<file path="config.mk">
export PLATFORM = sky130hd
export DESIGN_NAME = spi_ctl_slave
export DESIGN_NICKNAME = d
export VERILOG_FILES = /design/src/rtl/spi_ctl_pkg.sv /design/src/rtl/spi_ctl_sync.sv /design/src/rtl/spi_ctl_frame.sv /design/src/rtl/spi_ctl_txshift.sv /design/src/rtl/spi_ctl_irq.sv /design/src/rtl/spi_ctl_slave.sv
export SDC_FILE = /design/constraint.sdc
export NUM_CORES = 1
export LEC_CHECK = 0
export BUFFER_PORTS_ARGS = -buffer_cell sky130_fd_sc_hd__buf_2
export CORE_AREA = 2 2 68 70
export CTS_CLUSTER_SIZE = 16
export DETAILED_ROUTE_END_ITERATION = 7
export DIE_AREA = 0 0 70 72
export HOLD_SLACK_MARGIN = 0.06
export SLEW_MARGIN = 0
export SYNTH_ARGS = -nofsm -noshare
export SYNTH_HDL_FRONTEND = slang
export SYNTH_SLANG_ARGS = --single-unit
</file>
<file path="constraint.sdc">
create_clock -name clk -period 2.72 [get_ports clk]
set_clock_uncertainty 0.1 [all_clocks]
set_input_delay 0 -clock clk [delete_from_list [all_inputs] [get_ports clk]]
set_output_delay 0 -clock clk [all_outputs]
set_load 0.01 [all_outputs]
</file>
<file path="src/rtl/spi_ctl_pkg.sv">
package spi_ctl_pkg;

  typedef enum logic [2:0] {
    ST_IDLE  = 3'd0,
    ST_ADDR  = 3'd1,
    ST_READ  = 3'd2,
    ST_WRITE = 3'd3,
    ST_SKIP  = 3'd4
  } xfer_state_t;

endpackage

</file>
<file path="src/rtl/spi_ctl_sync.sv">
module spi_ctl_sync #(
  parameter int STAGES = 2
) (
  input  logic clk,
  input  logic rst_n,
  input  logic cs_n_i,
  input  logic sclk_i,
  input  logic mosi_i,
  output logic cs_n_o,
  output logic mosi_o,
  output logic sclk_rise_o,
  output logic sclk_fall_o
);

  localparam int NSIG = 3;
  localparam logic [NSIG-1:0] RST_VAL = 3'b100;

  logic [NSIG-1:0] raw;
  logic [NSIG-1:0] synced;
  logic            sclk_prev_q;

  assign raw = {cs_n_i, sclk_i, mosi_i};

  for (genvar g = 0; g < NSIG; g++) begin : g_sig
    logic [STAGES-1:0] pipe_q;
    logic [STAGES-1:0] pipe_d;

    assign pipe_d = {pipe_q[STAGES-2:0], raw[g]};

    always_ff @(posedge clk or negedge rst_n) begin
      if (!rst_n) begin
        pipe_q <= {STAGES{RST_VAL[g]}};
      end else begin
        pipe_q <= pipe_d;
      end
    end

    assign synced[g] = pipe_q[STAGES-1];
  end

  always_ff @(posedge clk or negedge rst_n) begin
    if (!rst_n) begin
      sclk_prev_q <= 1'b0;
    end else begin
      sclk_prev_q <= synced[1];
    end
  end

  assign cs_n_o      = synced[2];
  assign mosi_o      = synced[0];
  assign sclk_rise_o = synced[1] & ~sclk_prev_q;
  assign sclk_fall_o = ~synced[1] & sclk_prev_q;

endmodule

</file>
<file path="src/rtl/spi_ctl_frame.sv">
module spi_ctl_frame
  import spi_ctl_pkg::*;
#(
  parameter int DATA_W = 8,
  parameter int CNT_W  = 3
) (
  input  logic              clk,
  input  logic              rst_n,
  input  logic              cs_n,
  input  logic              sclk_rise,
  input  logic              mosi,
  input  logic [DATA_W-2:0] dev_addr,
  output xfer_state_t       state,
  output logic [CNT_W-1:0]  bit_cnt,
  output logic [DATA_W-1:0] rx_word,
  output logic              byte_end,
  output logic              enter_read
);

  localparam logic [CNT_W-1:0] LAST = CNT_W'(DATA_W - 1);

  xfer_state_t       state_q, state_d;
  logic [CNT_W-1:0]  cnt_q, cnt_d;
  logic [DATA_W-1:0] sr_q;
  logic              sr_en;
  logic              active;

  assign active  = !cs_n && (state_q != ST_IDLE);
  assign rx_word = {sr_q[DATA_W-2:0], mosi};
  assign sr_en   = active && sclk_rise;

  always_comb begin
    state_d    = state_q;
    cnt_d      = cnt_q;
    enter_read = 1'b0;
    byte_end   = sr_en && (cnt_q == LAST);
    if (cs_n) begin
      state_d = ST_IDLE;
      cnt_d   = '0;
    end else if (state_q == ST_IDLE) begin
      state_d = ST_ADDR;
      cnt_d   = '0;
    end else if (sclk_rise) begin
      cnt_d = (cnt_q == LAST) ? '0 : cnt_q + 1'b1;
      if ((state_q == ST_ADDR) && (cnt_q == LAST)) begin
        if (rx_word[DATA_W-1:1] == dev_addr) begin
          state_d    = rx_word[0] ? ST_READ : ST_WRITE;
          enter_read = rx_word[0];
        end else begin
          state_d = ST_SKIP;
        end
      end
    end
  end

  always_ff @(posedge clk or negedge rst_n) begin
    if (!rst_n) begin
      state_q <= ST_IDLE;
      cnt_q   <= '0;
      sr_q    <= '0;
    end else begin
      state_q <= state_d;
      cnt_q   <= cnt_d;
      if (sr_en) begin
        sr_q <= rx_word;
      end
    end
  end

  assign state   = state_q;
  assign bit_cnt = cnt_q;

endmodule

</file>
<file path="src/rtl/spi_ctl_txshift.sv">
module spi_ctl_txshift #(
  parameter int DATA_W = 8
) (
  input  logic              clk,
  input  logic              rst_n,
  input  logic              rd_active,
  input  logic              load,
  input  logic              sclk_fall,
  input  logic              ob_empty,
  input  logic [DATA_W-1:0] ob_data,
  output logic              ob_pop,
  output logic              miso,
  output logic              miso_oe
);

  logic [DATA_W-1:0] sr_q, sr_d;
  logic              sr_en;
  logic              bit_q;

  assign ob_pop = load && !ob_empty;
  assign sr_en  = load || sclk_fall;

  always_comb begin
    if (load) begin
      sr_d = ob_empty ? '0 : ob_data;
    end else begin
      sr_d = {sr_q[DATA_W-2:0], 1'b0};
    end
  end

  always_ff @(posedge clk or negedge rst_n) begin
    if (!rst_n) begin
      sr_q  <= '0;
      bit_q <= 1'b0;
    end else begin
      if (sr_en) begin
        sr_q <= sr_d;
      end
      if (sclk_fall) begin
        bit_q <= sr_q[DATA_W-1];
      end
    end
  end

  assign miso_oe = rd_active;
  assign miso    = rd_active & bit_q;

endmodule

</file>
<file path="src/rtl/spi_ctl_irq.sv">
module spi_ctl_irq #(
  parameter int DATA_W = 8,
  parameter int CNT_W  = 3
) (
  input  logic             clk,
  input  logic             rst_n,
  input  logic             rd_active,
  input  logic             sclk_rise,
  input  logic [CNT_W-1:0] bit_cnt,
  input  logic             ob_empty,
  output logic             irq_n
);

  localparam logic [CNT_W-1:0] RELEASE_BIT = CNT_W'(DATA_W - 2);

  logic irq_q, irq_d;

  always_comb begin
    irq_d = irq_q;
    if (!rd_active) begin
      irq_d = ob_empty;
    end else if (sclk_rise) begin
      if (bit_cnt == RELEASE_BIT) begin
        irq_d = ob_empty;
      end else if (!ob_empty) begin
        irq_d = 1'b0;
      end
    end
  end

  always_ff @(posedge clk or negedge rst_n) begin
    if (!rst_n) begin
      irq_q <= 1'b1;
    end else begin
      irq_q <= irq_d;
    end
  end

  assign irq_n = irq_q;

endmodule

</file>
<file path="src/rtl/spi_ctl_slave.sv">
module spi_ctl_slave
  import spi_ctl_pkg::*;
#(
  parameter int DATA_W      = 8,
  parameter int SYNC_STAGES = 2
) (
  input  logic              clk,
  input  logic              rst_n,
  input  logic [DATA_W-2:0] dev_addr,
  input  logic              spi_cs_n,
  input  logic              spi_sclk,
  input  logic              spi_mosi,
  output logic              spi_miso,
  output logic              spi_miso_oe,
  output logic              irq_n,
  input  logic              ob_empty,
  input  logic [DATA_W-1:0] ob_data,
  output logic              ob_pop,
  output logic              ib_push,
  output logic [DATA_W-1:0] ib_data
);

  localparam int CNT_W = $clog2(DATA_W);

  logic              cs_n_s, mosi_s, sclk_rise, sclk_fall;
  xfer_state_t       state;
  logic [CNT_W-1:0]  bit_cnt;
  logic [DATA_W-1:0] rx_word;
  logic              byte_end, enter_read;
  logic              rd_active, load, push_d;
  logic              push_q;
  logic [DATA_W-1:0] data_q;

  spi_ctl_sync #(.STAGES(SYNC_STAGES)) u_sync (
    .clk        (clk),
    .rst_n      (rst_n),
    .cs_n_i     (spi_cs_n),
    .sclk_i     (spi_sclk),
    .mosi_i     (spi_mosi),
    .cs_n_o     (cs_n_s),
    .mosi_o     (mosi_s),
    .sclk_rise_o(sclk_rise),
    .sclk_fall_o(sclk_fall)
  );

  spi_ctl_frame #(.DATA_W(DATA_W), .CNT_W(CNT_W)) u_frame (
    .clk       (clk),
    .rst_n     (rst_n),
    .cs_n      (cs_n_s),
    .sclk_rise (sclk_rise),
    .mosi      (mosi_s),
    .dev_addr  (dev_addr),
    .state     (state),
    .bit_cnt   (bit_cnt),
    .rx_word   (rx_word),
    .byte_end  (byte_end),
    .enter_read(enter_read)
  );

  assign rd_active = (state == ST_READ);
  assign load      = enter_read || (byte_end && rd_active);
  assign push_d    = byte_end && (state == ST_WRITE);

  spi_ctl_txshift #(.DATA_W(DATA_W)) u_tx (
    .clk      (clk),
    .rst_n    (rst_n),
    .rd_active(rd_active),
    .load     (load),
    .sclk_fall(sclk_fall),
    .ob_empty (ob_empty),
    .ob_data  (ob_data),
    .ob_pop   (ob_pop),
    .miso     (spi_miso),
    .miso_oe  (spi_miso_oe)
  );

  spi_ctl_irq #(.DATA_W(DATA_W), .CNT_W(CNT_W)) u_irq (
    .clk      (clk),
    .rst_n    (rst_n),
    .rd_active(rd_active),
    .sclk_rise(sclk_rise),
    .bit_cnt  (bit_cnt),
    .ob_empty (ob_empty),
    .irq_n    (irq_n)
  );

  always_ff @(posedge clk or negedge rst_n) begin
    if (!rst_n) begin
      push_q <= 1'b0;
      data_q <= '0;
    end else begin
      push_q <= push_d;
      if (push_d) begin
        data_q <= rx_word;
      end
    end
  end

  assign ib_push = push_q;
  assign ib_data = data_q;

endmodule

</file>
Yosys cells after proc, flatten, opt, wreduce, memory -nomap -nowiden. Index checks and enable logic that the tools add are counted.

Register bits: 39. Bits of input ports: 21. Output and inout port bits: 13.

Bitwise logic cells: 5. Add/sub/neg operators: 1. Mux-type cells: 21. Reductions and logical operators: 17. Eq/ne operators: 8.

Operators by type and width (number): 3-bit two-way mux (9); 8-bit two-way mux (2); 1-bit two-way mux (10); 3-bit nonzero test (3); 7-bit == test (1); 1-bit logical AND (7); 3-bit by 2-bit == test with 1-bit output, second input constant (2); 3-bit == test, second input constant (2); 2-bit AND reduction (2); 3-bit by 1-bit adder with 3-bit output, second input constant (1); 1-bit AND (3); 3-bit by 1-bit == test with 1-bit output, second input constant (1); 3-bit logical NOT (1); 3-bit by 2-bit != test with 1-bit output, second input constant (1); 1-bit logical NOT (2); 1-bit logical OR (2); 2-bit by 1-bit != test with 1-bit output, second input constant (1); 1-bit NOT (2).

Longest topological paths before layout. Gate-level depths: netlist of run 1.

Word-level depth: 8. Gate-level depth with buffers: 8. Gate-level depth less buffers: 7.

By module. From an unflattened synthesis of run 1, not the netlist that was laid out.

Cell total of the unflattened synthesis: 127. Area total of the unflattened synthesis: 1745.4 um^2.

By module, submodules not included: spi_ctl_frame (cells each 57, times used 1, area each 686.9 um^2); spi_ctl_txshift (cells each 34, times used 1, area each 437.9 um^2); spi_ctl_slave (cells each 22, times used 1, area each 369.1 um^2); spi_ctl_sync (cells each 9, times used 1, area each 192.7 um^2); spi_ctl_irq (cells each 5, times used 1, area each 58.8 um^2).

Worst setup path before layout of run 1. No wires, ideal clock.

Path type: flip-flop to flip-flop. Start: register u_frame.cnt_q[0], in the netlist u_frame.bit_cnt[0]. End: register u_tx.sr_q[6]. Data arrival time: 1.730 ns. Slack: 0.768 ns. Cell stages (with the launch flop): 9. Buffers on the path: 1. Cells stage by stage: dfrtp_1 > ha_1 > ha_1 > nand2_1 > nor4_4 > nand3_1 > o21a_1 > buf_2 > o221a_2.

Longest elaborated chain between the ends: 8.

RTL lines: from (decl) (RTL line spi_ctl_frame.sv:23) `logic [CNT_W-1:0] cnt_q, cnt_d;`; from (signal assigned) (RTL line spi_ctl_frame.sv:63) `cnt_q <= cnt_d;`; 3-bit == test * (RTL line spi_ctl_frame.sv:36, spi_ctl_frame.sv:45); 1-bit logical AND (RTL line spi_ctl_frame.sv:45) `if ((state_q == ST_ADDR) && (cnt_q == LAST)) begin`; 1-bit two-way mux (RTL line spi_ctl_frame.sv:45); 1-bit two-way mux (RTL line spi_ctl_frame.sv:43) `end else if (sclk_rise) begin`; 1-bit two-way mux (RTL line spi_ctl_frame.sv:40) `end else if (state_q == ST_IDLE) begin`; 1-bit two-way mux (RTL line spi_ctl_frame.sv:37) `if (cs_n) begin`; 1-bit logical OR * (RTL line spi_ctl_slave.sv:61) `assign load = enter_read || (byte_end && rd_active);`; 8-bit two-way mux or 1-bit logical OR (tied branches) (RTL line spi_ctl_txshift.sv:24, spi_ctl_txshift.sv:21); to (signal assigned) (RTL line spi_ctl_txshift.sv:37) `sr_q <= sr_d;`; to (decl) (RTL line spi_ctl_txshift.sv:16) `logic [DATA_W-1:0] sr_q, sr_d;`.

Every way passes the cells marked *; elsewhere a longest branch is shown, timed or not. A chain may end at the register's enable or synchronous reset.

Worst setup path in the final report of run 1. Ends and elaborated chain as after synthesis.

==> results of run 1 <==
-- cell families (layout without fill, tap and decap cells) --
family	after synthesis	count (layout)	synth area share [%]
AND/OR/NAND/NOR	48	48	16.8
flip-flops	39	39	57.4
AO/OA/AOI/OAI	18	18	8.50
multiplexers	16	16	10.5
XOR/XNOR	7	7	3.59
buffers and inverters	4	56	1.10
adder cells (fa/ha/maj)	3	3	2.20
-- metal layers --
| layer | vias up | share of wire, % |
|---|---|---|
| li1 | 573 | - |
| met1 | 570 | 47 |
| met3 | 6 | 4.3 |
| met4 | 0 | 2.0 |
| met5 | - | 0 |
| met2 | 37 | 47 |
-- sequential cells by signal, indices dropped and copies added (netlist names) --
name,cells
ib_data,8
ib_push,1
u_frame.bit_cnt,3
u_frame.sr_q,7
u_frame.state,3
u_irq.irq_n,1
u_sync.g_sig.pipe_q,6
u_sync.sclk_prev_q,1
u_tx.bit_q,1
u_tx.sr_q,8
-- layout make-up --
cell class | instances | area (um^2) | area share (%)
sequential | 39 | 980 | 44.9
clock inverter | 2 | 35.0 | 1.61
inverter | 1 | 3.75 | 0.172
multi-input combinational | 92 | 709 | 32.5
timing repair buffer | 47 | 305 | 14.0
tap | 52 | 65.1 | 2.98
clock buffer | 6 | 82.6 | 3.79
-- worst reg2reg max path: stages (launching register included) --
cell and delay [ns]:
dfrtp_1 0.39, ha_1 0.17, ha_1 0.20, nand2_1 0.15
nor4_4 0.21, nand3_1 0.13, o211ai_1 0.51, o221a_2 0.31
-- through the flow --
| step | hold slack (ns) | util (%) | setup slack, ns | area [um^2] | cells |
|---|---|---|---|---|---|
| 2_1_floorplan | -0.396 | - | 0.768 | 1710 | 135 |
| 3_3_place_gp | 0.00609 | 45.1 | 0.571 | 1920 | 217 |
| 6_report | 0.160 | 51.1 | 0.487 | 2180 | 239 |
| 3_5_place_dp | 0.00651 | 45.1 | 0.479 | 1920 | 217 |
| 4_1_cts | 0.162 | 51.1 | 0.439 | 2180 | 239 |
| 5_1_grt | 0.218 | 51.1 | 0.208 | 2180 | 239 |
-- where the power goes --
group	leakage, nW	internal (mW)	switching (mW)
Combinational	0.472	0.0943	0.0601
Clock	0.0612	0.297	0.195
Sequential	0.492	0.636	0.0468
Total	1.03	1.03	0.302
-- placed cells by master, fill, tap and decap left out --
master / netlist / layout
nand2b_1: 11 / 11
o221a_2: 7 / 7
a31oi_1: 1 / 1
xor2_1: 4 / 4
and2_1: 1 / 1
mux2_2: 15 / 15
nor4_4: 2 / 2
dfrtp_1: 36 / 36
o211ai_1: 1 / 1
nor2_1: 8 / 8
clkinv_2: 0 / 1
nand4_1: 2 / 2
nand3_1: 1 / 1
dfstp_2: 3 / 3
a21oi_1: 5 / 5
or2_1: 1 / 1
xnor2_1: 3 / 3
o21ai_0: 1 / 1
nor2b_1: 10 / 10
buf_2: 2 / 33
bufinv_16: 0 / 1
dlygate4sd3_1: 0 / 14
o21a_1: 3 / 3
ha_1: 3 / 3
nor3_1: 4 / 4
nor4_1: 1 / 1
nand2_1: 7 / 7
mux2i_1: 1 / 1
clkbuf_8: 0 / 6
inv_1: 1 / 1
-- what timing repair did --
action	4_1_cts	5_1_grt
hold buffers	14	0
gates resized for setup	0	0
setup endpoints to repair	0	0
endpoints found under the hold margin	48	0
setup buffers	0	0
-- worst min path at each step --
| stage | startpoint | end | slack (ns) | cells after the start |
|---|---|---|---|---|
| floorplan | rst_n | ib_data[0] | -0.40 | 0 |
| global placement | spi_cs_n | u_sync.g_sig[2].pipe_q[0] | 0.006 | 1 |
| detailed placement | spi_cs_n | u_sync.g_sig[2].pipe_q[0] | 0.007 | 1 |
| CTS | dev_addr[2] | u_frame.state[2] | 0.16 | 5 |
| global route | dev_addr[2] | u_frame.state[2] | 0.22 | 5 |
| finish | dev_addr[4] | u_frame.state[2] | 0.16 | 5 |
==> impl_metrics.env, run 1 <==
export IMPL_outcome="completed"
export IMPL_start_util_pct=40.1
export IMPL_leakage_nw=1.03
export IMPL_die_w_um=70
export IMPL_slew_headroom_pct=42.3
export IMPL_antenna_found_initial=0
export IMPL_dpl_hpwl_mm=2.21
export IMPL_worst_ep_required_time_ns=2.85
export IMPL_cts_buffers=5
export IMPL_fillers=383
export IMPL_fmax_mhz=448
export IMPL_r2r_end="u_tx.sr_q[6]"
export IMPL_synth_top_area_share_pct=52.7
export IMPL_syn_area_mm2=0.00171
export IMPL_ys_top_cells_by_area="dfrtp_1 53%, mux2_2 9.9%, dfstp_2 4.6%, o221a_2 4.6%, nand2b_1 4.0%"
export IMPL_crit_slowest_cell="o211ai_1"
export IMPL_yosysMostFrequentCell="dfrtp_1"
export IMPL_hold_viol=0
export IMPL_nets=210
export IMPL_critPathMaxStageDelay_ns=0.51
export IMPL_syn_inst=135
export IMPL_drtAntennaViolNets=0
export IMPL_remaining_drc_errors=0
export IMPL_cp_num_cells=7
export IMPL_synth_flop_cell="dfrtp_1"
export IMPL_coreArea_mm2=0.00426
export IMPL_hp_class="in -> reg"
export IMPL_post_route_period_util_pct=82.1
export IMPL_drtIter0Drc=55
export IMPL_cap_violations=0
export IMPL_worst_path_buf_inv=0
export IMPL_grt_pass1_vias=1297
export IMPL_post_drt_wl_per_cell_um=13.5
export IMPL_tns_ns=0
export IMPL_wl_mm=3.24
export IMPL_slew_violations=0
export IMPL_final_min_clock_period_ns=2.23
export IMPL_met1_usage_pct=17.7
export IMPL_ios=34
export IMPL_crit_family="compound AO/OA/AOI/OAI gates"
export IMPL_synthArstFlopShare_pct=100
export IMPL_cts_root_buf="clkbuf_8"
export IMPL_layout_area_overhead_vs_synth_pct=27.7
export IMPL_synth_edf_count=0
export IMPL_die_h_um=72
export IMPL_endpoint_kind="flip-flop"
export IMPL_path_cells="ha_1, ha_1, nand2_1, nor4_4, nand3_1, o211ai_1, o221a_2"
export IMPL_rows=24
export IMPL_drive_gt1_share_pct=36.4
export IMPL_cts_sinks=39
export IMPL_diodes=0
export IMPL_grt_max_degree=40
export IMPL_critical_path_peak_fanout=7
export IMPL_grt_use_total_pct=14.1
export IMPL_r2r_start="u_frame.bit_cnt[0]"
export IMPL_clk_path_buf_depth=2
export IMPL_finalSetupViolCount=0
export IMPL_met3_usage_pct=3.06
export IMPL_seq_area_frac_synth_pct=57.4
export IMPL_gr_total_overflow=0
export IMPL_finalWeightedCongestion=0.863
export IMPL_synth_common_cells="36 x dfrtp_1, 15 x mux2_2, 11 x nand2b_1, 10 x nor2b_1, 8 x nor2_1"
export IMPL_vias_per_cell=4.96
export IMPL_use_met2_pct=23.6
export IMPL_syn_area_per_cell_um2=12.7
export IMPL_syn_nets=159
export IMPL_cts_tree="yes"
export IMPL_drt_pass1_iterations=4
export IMPL_top_usage_layer="met2"
export IMPL_setup_worst_path_start="u_frame.bit_cnt[0]"
export IMPL_reg2reg_depth=7
export IMPL_pwr_density_cell_mw_per_mm2=610
export IMPL_synth_distinct_cells=27
export IMPL_yosys_area_top_type="dfrtp_1"
export IMPL_ir_drop_v=0.000346
export IMPL_grt_pass1_wl_mm=5.62
export IMPL_htreeDepth=2
export IMPL_tightest_slew_ns=0.865
export IMPL_start_kind="flip-flop"
export IMPL_worstSetupEndpoint="u_tx.sr_q[6]"
export IMPL_synth_seq_cells=39
export IMPL_vias=1186
export IMPL_cp_common_cell="ha_1"
export IMPL_arrival_ns=2.36
export IMPL_clk_pin_slew_ns=0.08
export IMPL_yosys_warnings=0
export IMPL_port_buffers=33
export IMPL_rsz0062_at_grt="no"
export IMPL_die_area_mm2=0.00504
export IMPL_critPathKind="reg -> reg"
export IMPL_clk_latency_ns=0.28
export IMPL_finalPower_mw=1.33
export IMPL_ff2ff_setup_slack_ns=0.49
Power figures use the tool's default switching activity.
==> inputs of run 2 (changes only) <==
Clock period 2.72 ns to 1.9 ns, I/O delays scaled along.
==> run 2 against run 1 <==
Net effect: die area unchanged; sequential cell count unchanged; first-iteration DRC count decreased by 27%; the run now ends with negative setup slack left; wire length increased by 9.3%; count of clock-buffer cells in the layout increased by 1; cell area increased by 8.0%; via count increased by 7.8%; cell count increased by 7.9%; critical path type is now reg -> out; utilization increased by 4.1 points; critical path depth increased by 1; total power increased by 34%.
==> impl_metrics.env, run 2 (synthesis gave the netlist of run 1 again) <==
export IMPL_finalPower_mw=1.78
export IMPL_drt_pass1_iterations=4
export IMPL_outcome="finished, violations left"
export IMPL_gr_total_overflow=0
export IMPL_final_cell_mix="36 x dfrtp_1, 33 x buf_2, 19 x buf_4"
export IMPL_diodes=0
export IMPL_violations="negative setup slack"
export IMPL_dpl_hpwl_mm=2.38
export IMPL_crit_slowest_cell="dfrtp_1"
export IMPL_critical_path_peak_fanout=5
export IMPL_cts_sinks=39
export IMPL_leakage_nw=1.12
export IMPL_grt_pass1_wl_mm=6.22
export IMPL_drtIter0Drc=40
export IMPL_worst_ep_required_time_ns=1.80
export IMPL_slew_headroom_pct=43.4
export IMPL_clk_pin_slew_ns=0.07
export IMPL_clk_latency_ns=0.29
export IMPL_clk_path_buf_depth=2
export IMPL_fmax_mhz=520
export IMPL_worst_slack_ns=-0.0221
export IMPL_drive_gt1_share_pct=44.7
export IMPL_grt_max_degree=40
export IMPL_arrival_ns=1.82
export IMPL_cp_num_cells=8
export IMPL_vias_per_cell=4.95
export IMPL_hold_viol=0
export IMPL_finalWeightedCongestion=0.755
export IMPL_pwr_share_comb_pct=15.8
export IMPL_die_area_mm2=0.00504
export IMPL_die_h_um=72
export IMPL_cts_tree="yes"
export IMPL_post_drt_wl_per_cell_um=13.7
export IMPL_p_sw_share_pct=24.6
export IMPL_worstSetupEndpoint="ob_pop"
export IMPL_r2r_end="u_tx.sr_q[1]"
export IMPL_post_route_period_util_pct=101
export IMPL_grt_pass1_vias=1355
export IMPL_die_w_um=70
export IMPL_antenna_found_initial=0
export IMPL_cts_buffers=5
export IMPL_setup_worst_path_start="u_frame.bit_cnt[0]"
export IMPL_hp_class="in -> reg"
export IMPL_nets=229
export IMPL_seqCellArea_um2=980
export IMPL_ir_drop_v=0.000585
export IMPL_grt_use_total_pct=15.7
export IMPL_htreeDepth=2
export IMPL_ff2ff_setup_slack_ns=0
export IMPL_path_cells="ha_2, ha_4, nand2_4, nor4_4, nand3_2, o21a_4, nor2_1, buf_2"
export IMPL_finalSetupViolCount=2
export IMPL_p_int_mw=1.34
export IMPL_critPathMaxStageDelay_ns=0.36
export IMPL_cap_violations=0
export IMPL_seqPwrFrac_pct=54.6
export IMPL_rows=24
export IMPL_reg2reg_depth=8
export IMPL_worst_path_buf_inv=1
export IMPL_fillers=369
export IMPL_clkPwrFrac_pct=29.6
export IMPL_tightest_slew_ns=0.849
export IMPL_final_min_clock_period_ns=1.92
export IMPL_port_buffers=33
export IMPL_r2r_start="u_frame.bit_cnt[0]"
export IMPL_drtAntennaViolNets=0
export IMPL_critPathKind="reg -> out"
export IMPL_remaining_drc_errors=0
export IMPL_vias=1278
export IMPL_mostFrequentLayoutCell="dfrtp_1"
export IMPL_wl_mm=3.54
export IMPL_multi_input_area_um2=776
export IMPL_pwr_density_cell_mw_per_mm2=756
export IMPL_layout_area_overhead_vs_synth_pct=37.9
export IMPL_start_util_pct=40.1
export IMPL_cts_root_buf="clkbuf_8"
export IMPL_rsz0062_at_grt="yes"
export IMPL_endpoint_kind="output port"
export IMPL_start_kind="flip-flop"
export IMPL_slew_violations=0
export IMPL_coreArea_mm2=0.00426
export IMPL_utilization_pct=55.2
export IMPL_crit_family="simple AND/OR/NAND/NOR gates"
export IMPL_ios=34
export IMPL_switching_power_mw=0.438
-- run 2: how the worst min path moves through the flow --
stage / from / to / slack (ns) / cells past startpoint
final: ob_data[7] / u_tx.sr_q[7] / 0.06 / 3
after CTS: ob_data[7] / u_tx.sr_q[7] / 0.07 / 3
after floorplan: rst_n / ib_data[0] / -0.40 / 0
after global placement: spi_cs_n / u_sync.g_sig[2].pipe_q[0] / 0.006 / 1
after global routing: ob_data[7] / u_tx.sr_q[7] / 0.08 / 3
after detailed placement: spi_cs_n / u_sync.g_sig[2].pipe_q[0] / 0.008 / 1
-- run 2: what timing repair did --
item / in CTS / in global routing
resized for setup: 6 / 5
setup endpoints to repair: 8 / 10
hold buffers: 13 / 0
pin swaps: 2 / 5
hold endpoints to repair: 47 / 0
setup buffers: 5 / 3
-- run 2: power by group through the flow --
stage                     combinational, mW  clock, mW  sequential [mW]
after global placement                0.236          0            0.980
after global routing                  0.311      0.593            0.982
final                                 0.281      0.527            0.973
after floorplan                       0.142          0            0.974
after detailed placement              0.244          0            0.985
after CTS                             0.266      0.546            0.970
-- run 2: worst min-delay path: stages --
cell and delay, ns:
buf_2 0.07, nor2b_1 0.14, o221a_2 0.20
-- run 2: area by class of cell --
class                   count  share of cell area [%]
multi-input cells          92                    32.9
flip-flops and latches     39                    41.6
clock inverters             1                   0.213
repair buffers             66                    19.1
inverters                   1                   0.159
well taps                  52                    2.76
clock buffers               7                    3.24
-- run 2: per-stage QoR --
stage | cell area, um^2 | TNS [ns] | instances | hold WS, ns | worst slack (ns)
global route | 2350 | -0.502 | 258 | 0.0820 | -0.138
global placement | 2030 | 0 | 230 | 0.00610 | 0.0278
floorplan | 1710 | -0.0117 | 135 | -0.396 | -0.0117
CTS | 2300 | -0.0196 | 256 | 0.0657 | -0.0196
detailed placement | 2030 | -0.0626 | 230 | 0.00793 | -0.0566
finish | 2350 | -0.0250 | 258 | 0.0563 | -0.0221
-- run 2: layer usage --
| metal | routed length [um] | up-vias | GRT usage [%] | share of wire (%) |
|---|---|---|---|---|
| met5 | 0 | - | 0 | 0 |
| li1 | - | 617 | - | - |
| met4 | 57 | 0 | 6.41 | 1.6 |
| met3 | 171 | 5 | 4.17 | 4.8 |
| met2 | 1660 | 34 | 25.6 | 47 |
| met1 | 1650 | 622 | 20.2 | 47 |
==> inputs of run 3 (changes only) <==
Settings changed: CORE_AREA 2 2 68 70 to 2 2 63 65, DIE_AREA 0 0 70 72 to 0 0 65 67, PLACE_DENSITY set to 0.69.
Clock period 1.9 ns to 1.79 ns, I/O delays scaled along.
==> run 3 against run 2 <==
Net effect: the flow still finishes with violations (negative setup slack); combinational power up 11%; via count shrank 0.23%; critical endpoint unchanged; die area down 14%; cell count unchanged; utilization grew 13 points; critical path depth unchanged; register-to-register slack lost 0.11 ns; sequential share of layout area down 2.0 points; cell area increased by 5.0%; sequential cell count did not move.
==> impl_metrics.env, run 3 (synthesis gave the netlist of run 1 again) <==
export IMPL_remaining_drc_errors=0
export IMPL_finalWeightedCongestion=0.730
export IMPL_drt_pass1_iterations=4
export IMPL_dpl_cell_count=231
export IMPL_vias_per_cell=4.94
export IMPL_hold_viol=0
export IMPL_slew_violations=0
export IMPL_min_from="ob_data[6]"
export IMPL_final_min_clock_period_ns=1.91
export IMPL_worst_ep_required_time_ns=1.69
export IMPL_violations="negative setup slack"
export IMPL_drtAntennaViolNets=0
export IMPL_dp_slack_ns=-0.0987
export IMPL_die_w_um=65
export IMPL_rsz0062_at_grt="yes"
export IMPL_drive_gt1_share_pct=46.7
export IMPL_instances_no_fill=258
export IMPL_fmax_mhz=523
export IMPL_cts_buffers=5
export IMPL_rows=22
export IMPL_mostFrequentLayoutCell="dfrtp_1"
export IMPL_nets=233
export IMPL_start_util_pct=47.4
export IMPL_grt_pass1_wl_mm=6.05
export IMPL_finalSetupViolCount=17
export IMPL_layout_area_overhead_vs_synth_pct=44.8
export IMPL_worst_slack_ns=-0.123
export IMPL_ios=34
export IMPL_die_h_um=67
export IMPL_clk_pin_slew_ns=0.07
export IMPL_port_buffers=33
export IMPL_post_route_period_util_pct=107
export IMPL_final_cell_area_mm2=0.00247
export IMPL_arrival_ns=1.81
export IMPL_clk_latency_ns=0.29
export IMPL_dpl_hpwl_mm=2.40
export IMPL_utilization_pct=68.6
export IMPL_ir_drop_v=0.000639
export IMPL_start_kind="flip-flop"
export IMPL_critical_path_peak_fanout=5
export IMPL_post_dp_cell_area_mm2=0.00210
export IMPL_cap_violations=0
export IMPL_tns_ns=-1.42
export IMPL_finalPower_mw=2.19
export IMPL_hp_class="in -> reg"
export IMPL_final_cell_mix="36 x dfrtp_1, 33 x buf_2, 23 x buf_4"
export IMPL_die_area_mm2=0.00436
export IMPL_antenna_found_initial=0
export IMPL_post_drt_wl_per_cell_um=13.8
export IMPL_grt_use_total_pct=18.9
export IMPL_grt_max_degree=40
export IMPL_tightest_slew_ns=0.597
export IMPL_leakage_nw=1.16
export IMPL_cts_tree="yes"
export IMPL_gr_total_overflow=0
export IMPL_wl_mm=3.56
export IMPL_cts_root_buf="clkbuf_8"
export IMPL_pwr_density_cell_mw_per_mm2=886
export IMPL_cts_sinks=39
export IMPL_clk_path_buf_depth=2
export IMPL_coreArea_mm2=0.00361
export IMPL_htreeDepth=2
export IMPL_r2r_start="u_frame.bit_cnt[1]"
export IMPL_whs_ns=0.0678
export IMPL_fillers=277
export IMPL_endpoint_kind="output port"
export IMPL_setup_worst_path_start="u_frame.bit_cnt[1]"
export IMPL_diodes=0
export IMPL_outcome="finished, violations left"
export IMPL_critPathKind="reg -> out"
export IMPL_slew_headroom_pct=60.1
export IMPL_grt_pass1_vias=1368
export IMPL_drtIter0Drc=51
export IMPL_vias=1275
## run 3: worst paths after layout
| path | to | slack (ns) | cells after the start |
|---|---|---|---|
| min | u_tx.sr_q[6] | 0.07 | 3 |
| min reg2reg | u_sync.g_sig[1].pipe_q[1] | 0.26 | 0 |
| max in group asynchronous | u_irq.irq_n | 1.04 | 3 |
| max reg2reg | u_tx.sr_q[6] | -0.11 | 8 |
| min in group asynchronous | u_tx.sr_q[2] | 0.18 | 3 |
| max | ob_pop | -0.12 | 8 |
## run 3: metal layers
metal  track usage (%)  wire length (um)
met3              6.42               137
met4              8.24                52
met2              31.2              1800
met5                 0                 0
met1              22.6              1570
## run 3: repair_timing
| item | in CTS | in global routing |
|---|---|---|
| hold buffers | 13 | 0 |
| buffers inserted | 3 | 3 |
| endpoints found under the setup margin | 13 | 18 |
| resized for setup | 7 | 6 |
| pin swaps | 4 | 2 |
| hold endpoints to repair | 50 | 0 |
## run 3: final cells by class
cell class | instances | area, um^2 | area share (%)
inverters | 1 | 3.75 | 0.152
repair buffers | 70 | 488 | 19.7
clock buffers | 6 | 72.6 | 2.93
multi-input cells | 92 | 810 | 32.7
clock inverters | 2 | 60.1 | 2.43
flip-flops and latches | 39 | 980 | 39.6
well taps | 48 | 60.1 | 2.43
## run 3: critical path: stages (launching register included)
cell and delay [ns]:
dfrtp_1 0.36, ha_2 0.19, ha_4 0.14, nand2_4 0.06, nor4_4 0.17, nand3_2 0.13, o21a_4 0.25, nor2_1 0.08
buf_2 0.13
## run 3: power breakdown
part	internal, mW	switching (mW)	leakage, nW
combinational	0.194	0.117	0.604
sequential	0.968	0.0647	0.492
clock	0.557	0.291	0.0654
total	1.72	0.472	1.16
